==> src/rtl/irq_bank_pkg.sv <==
package irq_bank_pkg;

  localparam int BUS_W = 32;

  typedef enum logic [2:0] {
    WIN_SET_EN = 3'd0,
    WIN_CLR_EN = 3'd1,
    WIN_SET_PD = 3'd2,
    WIN_CLR_PD = 3'd3,
    WIN_SET_AC = 3'd4,
    WIN_CLR_AC = 3'd5,
    WIN_NONE   = 3'd7
  } win_e;

  // Window index field of the address -> window kind; 6 and 7 are unmapped.
  function automatic win_e win_decode(input logic [2:0] sel);
    case (sel)
      3'd0:    return WIN_SET_EN;
      3'd1:    return WIN_CLR_EN;
      3'd2:    return WIN_SET_PD;
      3'd3:    return WIN_CLR_PD;
      3'd4:    return WIN_SET_AC;
      3'd5:    return WIN_CLR_AC;
      default: return WIN_NONE;
    endcase
  endfunction

endpackage

==> src/rtl/irq_reg_decode.sv <==
module irq_reg_decode
  import irq_bank_pkg::*;
#(
  parameter int NUM_IRQ  = 64,
  parameter int WIN_LOG2 = 7
) (
  input  logic                  wr_i,
  input  logic                  rd_i,
  input  logic [WIN_LOG2+2:0]   addr_i,
  input  logic [BUS_W-1:0]      wdata_i,
  output logic [NUM_IRQ-1:0]    set_en_o,
  output logic [NUM_IRQ-1:0]    clr_en_o,
  output logic [NUM_IRQ-1:0]    set_pd_o,
  output logic [NUM_IRQ-1:0]    clr_pd_o,
  output logic [NUM_IRQ-1:0]    set_ac_o,
  output logic [NUM_IRQ-1:0]    clr_ac_o,
  output win_e                  rd_win_o,
  output logic [WIN_LOG2-3:0]   rd_word_o
);

  localparam int VEC_W = ((NUM_IRQ + BUS_W - 1) / BUS_W) * BUS_W;

  // Place a 32-bit data word at interrupt (word*32); lanes past NUM_IRQ drop out.
  function automatic logic [NUM_IRQ-1:0] spread(input logic [WIN_LOG2-3:0] word,
                                                input logic [BUS_W-1:0]    data);
    logic [VEC_W-1:0] wide;
    wide = VEC_W'(data) << {word, 5'b00000};
    return wide[NUM_IRQ-1:0];
  endfunction

  logic                aligned_w;
  logic                hit_w;
  logic                wr_hit_w;
  win_e                win_w;
  logic [WIN_LOG2-3:0] word_w;
  logic [NUM_IRQ-1:0]  wmask_w;

  assign aligned_w = (addr_i[1:0] == 2'b00);
  assign win_w     = win_decode(addr_i[WIN_LOG2 +: 3]);
  assign word_w    = addr_i[WIN_LOG2-1:2];
  assign hit_w     = aligned_w && (win_w != WIN_NONE);
  assign wr_hit_w  = wr_i && hit_w;
  assign wmask_w   = spread(word_w, wdata_i);

  assign set_en_o = (wr_hit_w && win_w == WIN_SET_EN) ? wmask_w : '0;
  assign clr_en_o = (wr_hit_w && win_w == WIN_CLR_EN) ? wmask_w : '0;
  assign set_pd_o = (wr_hit_w && win_w == WIN_SET_PD) ? wmask_w : '0;
  assign clr_pd_o = (wr_hit_w && win_w == WIN_CLR_PD) ? wmask_w : '0;
  assign set_ac_o = (wr_hit_w && win_w == WIN_SET_AC) ? wmask_w : '0;
  assign clr_ac_o = (wr_hit_w && win_w == WIN_CLR_AC) ? wmask_w : '0;

  assign rd_win_o  = (rd_i && hit_w) ? win_w : WIN_NONE;
  assign rd_word_o = word_w;

  always_comb begin
    assert_one_window_R10: assert ($onehot0({|set_en_o, |clr_en_o, |set_pd_o,
                                             |clr_pd_o, |set_ac_o, |clr_ac_o}));
  end

endmodule

==> src/rtl/irq_state_cell.sv <==
module irq_state_cell (
  input  logic clk_i,
  input  logic rst_ni,
  input  logic set_en_i,
  input  logic clr_en_i,
  input  logic set_pd_i,
  input  logic clr_pd_i,
  input  logic set_ac_i,
  input  logic clr_ac_i,
  input  logic line_i,
  input  logic level_i,
  output logic en_o,
  output logic pend_o,
  output logic act_o
);

  logic en_q;
  logic act_q;
  logic lat_q;   // edge: the pending bit; level: the software latch
  logic line_q;
  logic rise_w;

  assign rise_w = line_i && !line_q && !level_i;

  always_ff @(posedge clk_i) begin
    if (!rst_ni) begin
      en_q   <= 1'b0;
      act_q  <= 1'b0;
      lat_q  <= 1'b0;
      line_q <= 1'b0;
    end else begin
      en_q   <= (en_q  || set_en_i) && !clr_en_i;
      act_q  <= (act_q || set_ac_i) && !clr_ac_i;
      lat_q  <= (lat_q && !clr_pd_i) || set_pd_i || rise_w;
      line_q <= line_i;
    end
  end

  assign en_o   = en_q;
  assign act_o  = act_q;
  assign pend_o = lat_q || (level_i && line_i);

  assert_set_en_R2: assert property (@(posedge clk_i) disable iff (!rst_ni)
    set_en_i |=> en_o);
  assert_hold_en_R2: assert property (@(posedge clk_i) disable iff (!rst_ni)
    (!set_en_i && !clr_en_i) |=> $stable(en_o));
  assert_clr_en_R3: assert property (@(posedge clk_i) disable iff (!rst_ni)
    clr_en_i |=> !en_o);
  assert_set_pd_R5: assert property (@(posedge clk_i) disable iff (!rst_ni)
    set_pd_i |=> pend_o);
  assert_edge_rise_R6: assert property (@(posedge clk_i) disable iff (!rst_ni)
    rise_w |=> pend_o);
  assert_edge_clear_R6: assert property (@(posedge clk_i) disable iff (!rst_ni)
    (clr_pd_i && !set_pd_i && !rise_w) |=> !lat_q);
  assert_level_clear_R7: assert property (@(posedge clk_i) disable iff (!rst_ni)
    (clr_pd_i && !set_pd_i && level_i) |=> (pend_o == (level_i && line_i)));
  assert_set_ac_R8: assert property (@(posedge clk_i) disable iff (!rst_ni)
    set_ac_i |=> act_o);
  assert_clr_ac_R8: assert property (@(posedge clk_i) disable iff (!rst_ni)
    clr_ac_i |=> !act_o);

endmodule

==> src/rtl/irq_read_mux.sv <==
module irq_read_mux
  import irq_bank_pkg::*;
#(
  parameter int NUM_IRQ  = 64,
  parameter int WIN_LOG2 = 7,
  parameter bit RD_REG   = 1'b0
) (
  input  logic                clk_i,
  input  logic                rst_ni,
  input  logic                rd_i,
  input  win_e                win_i,
  input  logic [WIN_LOG2-3:0] word_i,
  input  logic [NUM_IRQ-1:0]  en_i,
  input  logic [NUM_IRQ-1:0]  pend_i,
  input  logic [NUM_IRQ-1:0]  act_i,
  output logic [BUS_W-1:0]    rdata_o,
  output logic                rvalid_o
);

  localparam int VEC_W = ((NUM_IRQ + BUS_W - 1) / BUS_W) * BUS_W;

  // Bits of interrupts word*32 .. word*32+31; numbers past NUM_IRQ give 0.
  function automatic logic [BUS_W-1:0] pick(input logic [NUM_IRQ-1:0]  vec,
                                            input logic [WIN_LOG2-3:0] word);
    logic [VEC_W-1:0] wide;
    wide = VEC_W'(vec) >> {word, 5'b00000};
    return wide[BUS_W-1:0];
  endfunction

  logic [BUS_W-1:0] src_w;

  always_comb begin
    case (win_i)
      WIN_SET_EN, WIN_CLR_EN: src_w = pick(en_i, word_i);
      WIN_SET_PD, WIN_CLR_PD: src_w = pick(pend_i, word_i);
      WIN_SET_AC, WIN_CLR_AC: src_w = pick(act_i, word_i);
      default:                src_w = '0;
    endcase
  end

  generate
    if (RD_REG) begin : g_reg
      logic [BUS_W-1:0] rdata_q;
      logic             rvalid_q;
      always_ff @(posedge clk_i) begin
        if (!rst_ni) begin
          rdata_q  <= '0;
          rvalid_q <= 1'b0;
        end else begin
          rdata_q  <= src_w;
          rvalid_q <= rd_i;
        end
      end
      assign rdata_o  = rdata_q;
      assign rvalid_o = rvalid_q;

      assert_read_lag_R9: assert property (@(posedge clk_i) disable iff (!rst_ni)
        rd_i |=> rvalid_o);
    end else begin : g_comb
      assign rdata_o  = src_w;
      assign rvalid_o = rd_i;
    end
  endgenerate

  assert_idle_zero_R10: assert property (@(posedge clk_i) disable iff (!rst_ni)
    !rvalid_o |-> (rdata_o == '0));

endmodule

==> src/rtl/irq_state_bank.sv <==
module irq_state_bank
  import irq_bank_pkg::*;
#(
  parameter int NUM_IRQ  = 64,
  parameter int WIN_LOG2 = 7,
  parameter bit RD_REG   = 1'b0,
  localparam int ADDR_W  = WIN_LOG2 + 3
) (
  input  logic               clk_i,
  input  logic               rst_ni,
  input  logic               wr_en_i,
  input  logic               rd_en_i,
  input  logic [ADDR_W-1:0]  addr_i,
  input  logic [BUS_W-1:0]   wdata_i,
  output logic [BUS_W-1:0]   rdata_o,
  output logic               rd_valid_o,
  input  logic [NUM_IRQ-1:0] line_i,
  input  logic [NUM_IRQ-1:0] level_cfg_i,
  output logic [NUM_IRQ-1:0] enable_o,
  output logic [NUM_IRQ-1:0] pending_o,
  output logic [NUM_IRQ-1:0] active_o
);

  logic [NUM_IRQ-1:0]  set_en_w, clr_en_w, set_pd_w, clr_pd_w, set_ac_w, clr_ac_w;
  win_e                rd_win_w;
  logic [WIN_LOG2-3:0] rd_word_w;

  irq_reg_decode #(.NUM_IRQ(NUM_IRQ), .WIN_LOG2(WIN_LOG2)) u_decode (
    .wr_i      (wr_en_i),
    .rd_i      (rd_en_i),
    .addr_i    (addr_i),
    .wdata_i   (wdata_i),
    .set_en_o  (set_en_w),
    .clr_en_o  (clr_en_w),
    .set_pd_o  (set_pd_w),
    .clr_pd_o  (clr_pd_w),
    .set_ac_o  (set_ac_w),
    .clr_ac_o  (clr_ac_w),
    .rd_win_o  (rd_win_w),
    .rd_word_o (rd_word_w)
  );

  generate
    for (genvar i = 0; i < NUM_IRQ; i++) begin : g_cell
      irq_state_cell u_cell (
        .clk_i    (clk_i),
        .rst_ni   (rst_ni),
        .set_en_i (set_en_w[i]),
        .clr_en_i (clr_en_w[i]),
        .set_pd_i (set_pd_w[i]),
        .clr_pd_i (clr_pd_w[i]),
        .set_ac_i (set_ac_w[i]),
        .clr_ac_i (clr_ac_w[i]),
        .line_i   (line_i[i]),
        .level_i  (level_cfg_i[i]),
        .en_o     (enable_o[i]),
        .pend_o   (pending_o[i]),
        .act_o    (active_o[i])
      );
    end
  endgenerate

  irq_read_mux #(.NUM_IRQ(NUM_IRQ), .WIN_LOG2(WIN_LOG2), .RD_REG(RD_REG)) u_rmux (
    .clk_i    (clk_i),
    .rst_ni   (rst_ni),
    .rd_i     (rd_en_i),
    .win_i    (rd_win_w),
    .word_i   (rd_word_w),
    .en_i     (enable_o),
    .pend_i   (pending_o),
    .act_i    (active_o),
    .rdata_o  (rdata_o),
    .rvalid_o (rd_valid_o)
  );

endmodule

==> config.mk <==
export PLATFORM = sky130hd
export DESIGN_NAME = irq_state_bank
export DESIGN_NICKNAME = d
export VERILOG_FILES = /design/src/rtl/irq_bank_pkg.sv /design/src/rtl/irq_reg_decode.sv /design/src/rtl/irq_state_cell.sv /design/src/rtl/irq_read_mux.sv /design/src/rtl/irq_state_bank.sv
export SDC_FILE = /design/constraint.sdc
export NUM_CORES = 1
export LEC_CHECK = 0
export CAP_MARGIN = 10
export CORE_MARGIN = 3
export CORE_UTILIZATION = 45
export DETAILED_ROUTE_END_ITERATION = 10
export PLACE_DENSITY = 0.77
export SYNTH_ARGS = -nofsm -noshare
export SYNTH_HDL_FRONTEND = slang
export SYNTH_SLANG_ARGS = --single-unit
==> constraint.sdc <==
create_clock -name clk_i -period 3.4 [get_ports clk_i]
set_clock_uncertainty 0.05 [all_clocks]
set_input_delay 0.51 -clock clk_i [delete_from_list [all_inputs] [get_ports clk_i]]
set_output_delay 0.51 -clock clk_i [all_outputs]
set_load 0.02 [all_outputs]
==> run summary, run 1 <==
The flow ran to the end, and the final reports show no timing, DRC or antenna violations. After synthesis, the most frequently instantiated cells are dfxtp_1, buf_4, a21oi_1, nand2_1, clkbuf_1. In this run the power density over the cells is 417 mW/mm^2.

The part of the cycle the worst path needs was 0.974. Global routing finished with a remaining overflow of 0. Counting every sink on the clock net gives 256. The run gives 0 as the max-slew violation total from the final report. 399 I/O pins were placed. The logs give 98 for the largest net degree at the start of global routing and 2012 for the number of placed instances with taps included. The number of antenna diodes in the final layout is 0. The H-tree depth is 1, and the net switching component of the power is 0.00179 W. The logs give 2 for the number of antenna violations at the first check in global routing and 0.326 for the relative slew slack.

The most frequently used cell type in the post-synthesis netlist is dfxtp_1. The number of synthesized flops with an enable pin was 0. The tree is rooted in a clkbuf_16. The post-layout minimum cycle time was 3.31 ns; the count of nets left with antenna violations after detail routing was 0. Number of maximum-capacitance constraint violations: 0. CTS clock-pin slew for the worst setup and hold paths: 0.06 ns. Detailed placement finished with a half-perimeter wire length of 30800 microns.

The count of input and output buffers is 398. Depth of the most critical reg-to-reg path: 3. Worst min-delay path category: in -> reg.

Setup total negative slack on the finished layout was measured at 0 ns. After the last flow step, the layout net total stands at 1838. The mean cell area of the mapped netlist was 8.51 sq um; the number of fill cells was 2483. In this run the critical register-to-register path is launched from g_cell[4].u_cell.line_q. The switching power share of the total was 0.254; the arrival time at the worst endpoint was 2.75 ns. The number of warnings reported in the yosys synthesis log was 0; the post-route DRC violation count was 0. The kind of start point of the critical path was a primary input. The clock reaches the later pin of the worst-skew pair after 0.54 ns. From bottom edge to top edge, the die measures 177 microns. STA classifies the critical path endpoint as a primary output. In this run, post-CTS hold repair placed 0 buffers. The worst hold endpoint was g_cell[23].u_cell.lat_q. The number of hold-slack violations in the final timing report was 0. For the static power due to leakage, the log shows 6.07 nW.

The portion of total power attributed to the clock network was 0.415. The area growth from synthesis to layout is 28.5%. In the final routed layout, each cell accounts on average for 22.3 microns. At the end of routability-driven placement, the weighted congestion stood at 0.887.

Fraction of post-synthesis cell area in the top cell type by area: 0.389. The first global-routing pass estimated 69800 microns of wire. Setup repair after global routing left no endpoint under its margin. Via count of the first global-routing pass: 12100.

Path type of the worst setup path: in -> out. For the number of nets produced by synthesis, the log shows 1721. In this run, the number of DRC markers left after iteration 0 of detailed routing was 1097. The average via count per standard cell works out to 6.16. The final route contains 12700 vias. Excluding fillers, the count of instances in the completed layout stands at 2061. Synthesis produced 1547 cells.

The worst hold path was traced through 3 stages. The critical path startpoint was addr_i[8]. The run gives 0.00526 W as the internal power. The flip-flop cell with the highest count after synthesis is dfxtp_1.

After detailed routing, the total wire length is 46000 microns. The first detailed-routing pass ran for 6 iterations. The starting density of the core is 0.465, and the highest fanout seen on the critical path is 37.

The destination of the worst register-to-register timing path was g_cell[4].u_cell.lat_q. In this run, distinct cell masters in the synthesized netlist total 30. The largest voltage drop on the vdd net is 0.000295 V. Setup fix buffers added after clock tree synthesis: 0. The fraction of registers with async set or reset after synthesis is 0, and the slack of the critical path is 0.0895 ns. By area the synthesized netlist is led by dfxtp_1, buf_4, a311oi_1.

Timing analysis after detailed placement gives a worst setup slack of -0.188 ns. For the number of buffers created by CTS, the log shows 28. The tools report the global routing usage summed across all routing layers as 0.277.

The number of flip-flops and latches in the synthesized netlist works out to 256. Static timing analysis puts the maximum clock frequency at 302 MHz. The floorplan has 61 rows.

TritonCTS built the clock tree. The sequential-to-total area share from yosys stat was 0.389. Share of post-route cells with drive strength above 1: 0.0630.

The startpoint identified for the worst hold timing path is rst_ni. For the combinational fraction of design power, the log shows 0.142. Setup violations remaining at the end of the flow were counted as 0. The synthesized design spends more area on one cell type than any other, namely dfxtp_1.

In this run the horizontal extent of the chip is 177 microns. The part of the total power dissipated in sequential elements was 0.443; the total standard cell area after synthesis was 0.0132 sq mm. The required time reported for the critical path endpoint came out at 2.84 ns. The die covers 0.0313 sq mm. The slack of the worst reg-to-reg path was 2.51 ns. At the pin with the least slew margin, the transition time is 1.01 ns.

The floorplan step defined a core boundary enclosing 0.0283 sq mm. The longest clock path from root to sink contains 3 buffers.
[final cells by class]
cell class,instances,area (sq um),share of cell area
well taps,378,473,0.0280
clock inverters,6,36.3,0.00215
flip-flops and latches,256,5120,0.303
repair buffers,439,4490,0.265
clock buffers,43,848,0.0502
multi-input cells,910,5840,0.345
inverters,29,111,0.00658
[metal layers]
layer / vias up / wire length (microns) / global-route usage
li1: 5793 / - / -
met1: 6041 / 18500 / 0.358
met2: 766 / 21600 / 0.456
met3: 94 / 4680 / 0.0686
met4: 2 / 1210 / 0.0917
met5: - / 13 / 0
[placed cells by master (no fill, tap or decap), types with 40 or more instances in the layout]
master / Yosys / layout
a311oi_1: 128 / 128
clkdlybuf4s50_1: 0 / 363
a221oi_1: 96 / 96
and2_1: 66 / 64
nand2_1: 141 / 141
dfxtp_1: 256 / 256
nand3_1: 64 / 62
a31oi_1: 64 / 64
nor3b_1: 41 / 40
a21oi_1: 142 / 142
[cell families after synthesis]
| group | Yosys count | share of synthesized area |
|---|---|---|
| buffers and inverters | 381 | 0.172 |
| flip-flops | 256 | 0.389 |
| AND/OR/NAND/NOR | 377 | 0.151 |
| AO/OA/AOI/OAI | 533 | 0.287 |
[sequential cells by signal, summed over array words and instances, names as in the netlist]
| signal | cells |
|---|---|
| g_cell.u_cell.lat_q | 64 |
| g_cell.u_cell.en_o | 64 |
| g_cell.u_cell.line_q | 64 |
| g_cell.u_cell.act_o | 64 |
[what timing repair did]
item	4_1_cts	5_1_grt
resized for setup	25	9
gates cloned	0	0
endpoints found under the hold margin	0	0
endpoints found under the setup margin	25	9
[worst max-delay path, cell delays in order]
cell and delay (ns):
clkdlybuf4s50_1 0.56, nor2b_2 0.25, and2_2 0.24, buf_12 0.22, a221oi_1 0.11, a221oi_1 0.42, dlygate4sd2_1 0.39
[per-stage QoR]
step | power [W] | utilization | instance area (sq um) | hold WS [ns]
6_report | 0.00705 | 0.597 | 16900 | 0.355
5_1_grt | 0.00729 | 0.597 | 16900 | 0.369
4_1_cts | 0.00709 | 0.596 | 16900 | 0.346
3_5_place_dp | 0.00417 | 0.566 | 16000 | 0.420
3_3_place_gp | 0.00416 | 0.566 | 16000 | 0.411
2_1_floorplan | 0.00375 | - | 13200 | 0.404
[worst max-delay path by stage]
| stage | slack (ns) | endpoint | cells past startpoint |
|---|---|---|---|
| floorplan | 0.56 | rdata_o[10] | 7 |
| global placement | -0.15 | rdata_o[19] | 7 |
| detailed placement | -0.19 | rdata_o[19] | 8 |
| CTS | 0.005 | rdata_o[10] | 8 |
| global route | 0.003 | rdata_o[26] | 8 |
| finish | 0.09 | rdata_o[19] | 7 |
[power by group through the flow]
stage / clock (W) / sequential (W) / combinational [W]
after floorplan: 0 / 0.00318 / 0.000575
after global placement: 0 / 0.00319 / 0.000970
after detailed placement: 0 / 0.00319 / 0.000984
after CTS: 0.00298 / 0.00312 / 0.000990
after global routing: 0.00310 / 0.00313 / 0.00106
final: 0.00293 / 0.00312 / 0.000999
Note: power is estimated with default switching activity, not from simulation.
==> inputs of run 2 (changes only) <==
--- a/config.mk
+++ b/config.mk
@@ -9,7 +9,8 @@
 export CORE_MARGIN = 3
 export CORE_UTILIZATION = 45
 export DETAILED_ROUTE_END_ITERATION = 10
-export PLACE_DENSITY = 0.77
+export PLACE_DENSITY = 0.75
 export SYNTH_ARGS = -nofsm -noshare
 export SYNTH_HDL_FRONTEND = slang
+export SYNTH_HIERARCHICAL = 1
 export SYNTH_SLANG_ARGS = --single-unit
==> run summary, run 2 <==
The flow ran to the end, and the final reports show no timing, DRC or antenna violations. The mean cell area of the mapped netlist was 9.50 sq um (+12%). The number of antenna violations at the first check in global routing is 2 (unchanged). The worst hold path terminates at g_cell[14].u_cell/lat_q. The vertical die dimension works out to 192 microns (+8.2%). The tools report the destination of the worst register-to-register timing path as g_cell[25].u_cell/lat_q.

TritonCTS built the clock tree. The tools report the number of fill cells as 2853 (+15%). The placeable core region is 0.0338 sq mm (+19%).

Slack of the critical path: 0.0392 ns (-0.0503 ns). The share of post-route cells with drive strength above 1 is 0.222 (+0.159), and the layout overhead on the synthesized area is 33.3%. The count of input and output buffers works out to 398 (unchanged).

The routability congestion estimate from global placement is 0.840 (-5.3%). The run gives 2.51 ns (about the same) as the slack of the worst reg-to-reg path. The kind of start point of the critical path was a primary input. Among cell families on the critical path, the largest total delay comes from buffers and inverters.

The tools report the starting density of the core as 0.459 (-0.00597). Actual transition at the worst max-transition pin: 1.02 ns (+0.0142 ns). The average via count per standard cell was 6.15 (about the same); the standard-cell row count was 67 (+9.8%). Post-route DRC violation count: 0 (unchanged). The highest fanout seen on the critical path was 42 (+14%); the post-layout minimum cycle time was 3.36 ns (+0.0503 ns). The total wire length was 53400 microns (+16%); the number of cells on the worst hold path was 2 (-1).

Among all stages on the critical path, the largest delay is contributed by clkdlybuf4s50_1. The area used by sequential logic in the layout was 0.00512 sq mm (unchanged); the power per unit of standard cell area was 377 mW/mm^2 (-9.5%). The depth of the most critical reg-to-reg path came out at 2 (-1).

The highest clock rate is 298 MHz (-1.5%), and the count of nets left with antenna violations after detail routing is 0 (unchanged). The wire length of the first global-routing pass was 80600 microns (+16%). The area of the die was 0.0367 sq mm (+17%). The average wire per standard cell works out to 22.2 microns (-0.75%). The number of failing setup endpoints in the final timing report is 0 (unchanged), and the remaining global-route overflow is 0 (unchanged). The run gives 6 (+6) as the number of warnings reported in the yosys synthesis log. The clock tree root buffer cell was clkbuf_16.

Setup repair after global routing left no endpoint under its margin. The run gives 1275 (+16%) as the initial DRC count. The multi-input combinational cell area is 0.00938 sq mm (+61%), and the longest individual stage delay on the worst path is 0.48 ns (-0.08 ns). For the setup TNS, the log shows 0 ns (unchanged). The tools report the number of buffers created by CTS as 31 (+11%). The total I/O pin count is 399 (unchanged), and the post-placement setup slack is -0.465 ns (-0.277 ns).

The logs give 178 (+82%) for the largest net degree at the start of global routing and 2.84 ns (about the same) for the required time reported for the critical path endpoint. The worst setup path is of the in -> out kind. The first-pass iteration count of the detailed router was 5 (-1); the number of maximum-capacitance constraint violations was 0 (unchanged).

The via count of the first global-routing pass came out at 14400 (+19%). In the layout the commonest cells are clkdlybuf4s50_1, nor4_1, dfxtp_1, nor3b_1, nor2_1. For the H-tree depth, the log shows 1 (unchanged). The largest voltage drop on the vdd net came out at 0.000352 V (+19%). The clock tree buffer depth is 3 (unchanged). The horizontal die dimension works out to 192 microns (+8.2%). The number of hold-slack violations in the final timing report is 0 (unchanged). The startpoint identified for the worst hold timing path is rst_ni.

The min-delay analysis places its worst path in the category in -> reg. The number of nets produced by synthesis came out at 1808 (+5.1%). The gate count after technology mapping is 1631 (+5.4%), and the number of buffer and inverter instances along the worst setup path is 4 (+1). The library cell used most frequently in the layout, excluding fill and tap cells, is clkdlybuf4s50_1. The number of nets in the layout came out at 2120 (+15%). The tools report the routed via count as 14800 (+17%). The tools report the startpoint of the most critical register-to-register path as g_cell[25].u_cell/line_q. The signal on the critical path passes through clkdlybuf4s50_1, nand2b_1, inv_1, ha_4, buf_12, a22o_1, mux4_2, nor2b_1, clkdlybuf4s15_2. The total standard cell area after synthesis is 0.0155 sq mm (+18%), and the clock latency reported for the late side of the worst-skew pair is 0.55 ns (about the same). The run gives 2.80 ns (+0.05 ns) as the arrival time at the worst endpoint.

The tools report the static power due to leakage as 6.55 nW (+7.8%). The sum of net half-perimeters after detailed placement came out at 35600 microns (+16%). The worst setup path is captured at a primary output.

The logs give 256 (unchanged) for the CTS sink count and 0.271 (-0.00584) for the global routing usage summed across all routing layers. The run gives 0 (unchanged) as the max-slew violation total from the final report. The part of the cycle the worst path needs is 0.988 (+0.0148). The relative slew slack came out at 0.317 (-0.00946). The CTS clock-pin slew for the worst setup and hold paths works out to 0.06 ns (about the same).
-- run 2: report_power, final --
group	internal (W)	total (W)	switching, W
registers	0.00309	0.00313	0.0000366
logic	0.000598	0.00129	0.000690
clock network	0.00206	0.00338	0.00132
total	0.00575	0.00779	0.00205
-- run 2: metal layers --
| metal | vias up | wire, microns | track usage |
|---|---|---|---|
| met5 | - | 9 | 0 |
| met4 | 2 | 1300 | 0.0745 |
| met1 | 7279 | 22200 | 0.349 |
| met2 | 594 | 25900 | 0.469 |
| met3 | 84 | 4010 | 0.0476 |
| li1 | 6866 | - | - |
-- run 2: layout make-up --
class                           count  area share
Tap cell                          448      0.0271
Sequential cell                   256       0.248
Clock inverter                     12     0.00860
Antenna cell                        1    0.000121
Multi-Input combinational cell   1200       0.454
Timing Repair Buffer              451       0.220
Inverter                            3    0.000545
Clock buffer                       38      0.0412
-- run 2: worst max-delay path by stage --
stage | startpoint | end | cells past startpoint | slack [ns]
after CTS | addr_i[0] | rdata_o[29] | 9 | 0.0001
after floorplan | addr_i[8] | rdata_o[0] | 10 | 0.44
final | addr_i[9] | rdata_o[12] | 9 | 0.04
after global placement | addr_i[1] | rdata_o[15] | 9 | -0.39
after detailed placement | addr_i[1] | rdata_o[14] | 9 | -0.46
after global routing | addr_i[9] | rdata_o[12] | 9 | 0.01
-- run 2: stage by stage --
step	total power, W	std cells	cell area, sq um	hold slack (ns)	util
after floorplan	0.00387	1631	15500	0.503	-
after CTS	0.00784	2404	20700	0.386	0.612
after detailed placement	0.00446	2353	19600	0.442	0.581
after global routing	0.00804	2409	20700	0.419	0.612
after global placement	0.00444	2353	19600	0.442	0.581
final	0.00779	2409	20700	0.390	0.612
-- run 2: what timing repair did --
| action | CTS | global route |
|---|---|---|
| hold buffers | 0 | 0 |
| cloned | 0 | 3 |
| endpoints found under the setup margin | 32 | 30 |
| pin swaps | 2 | 3 |
| setup buffers | 1 | 1 |
| gates resized for setup | 72 | 45 |
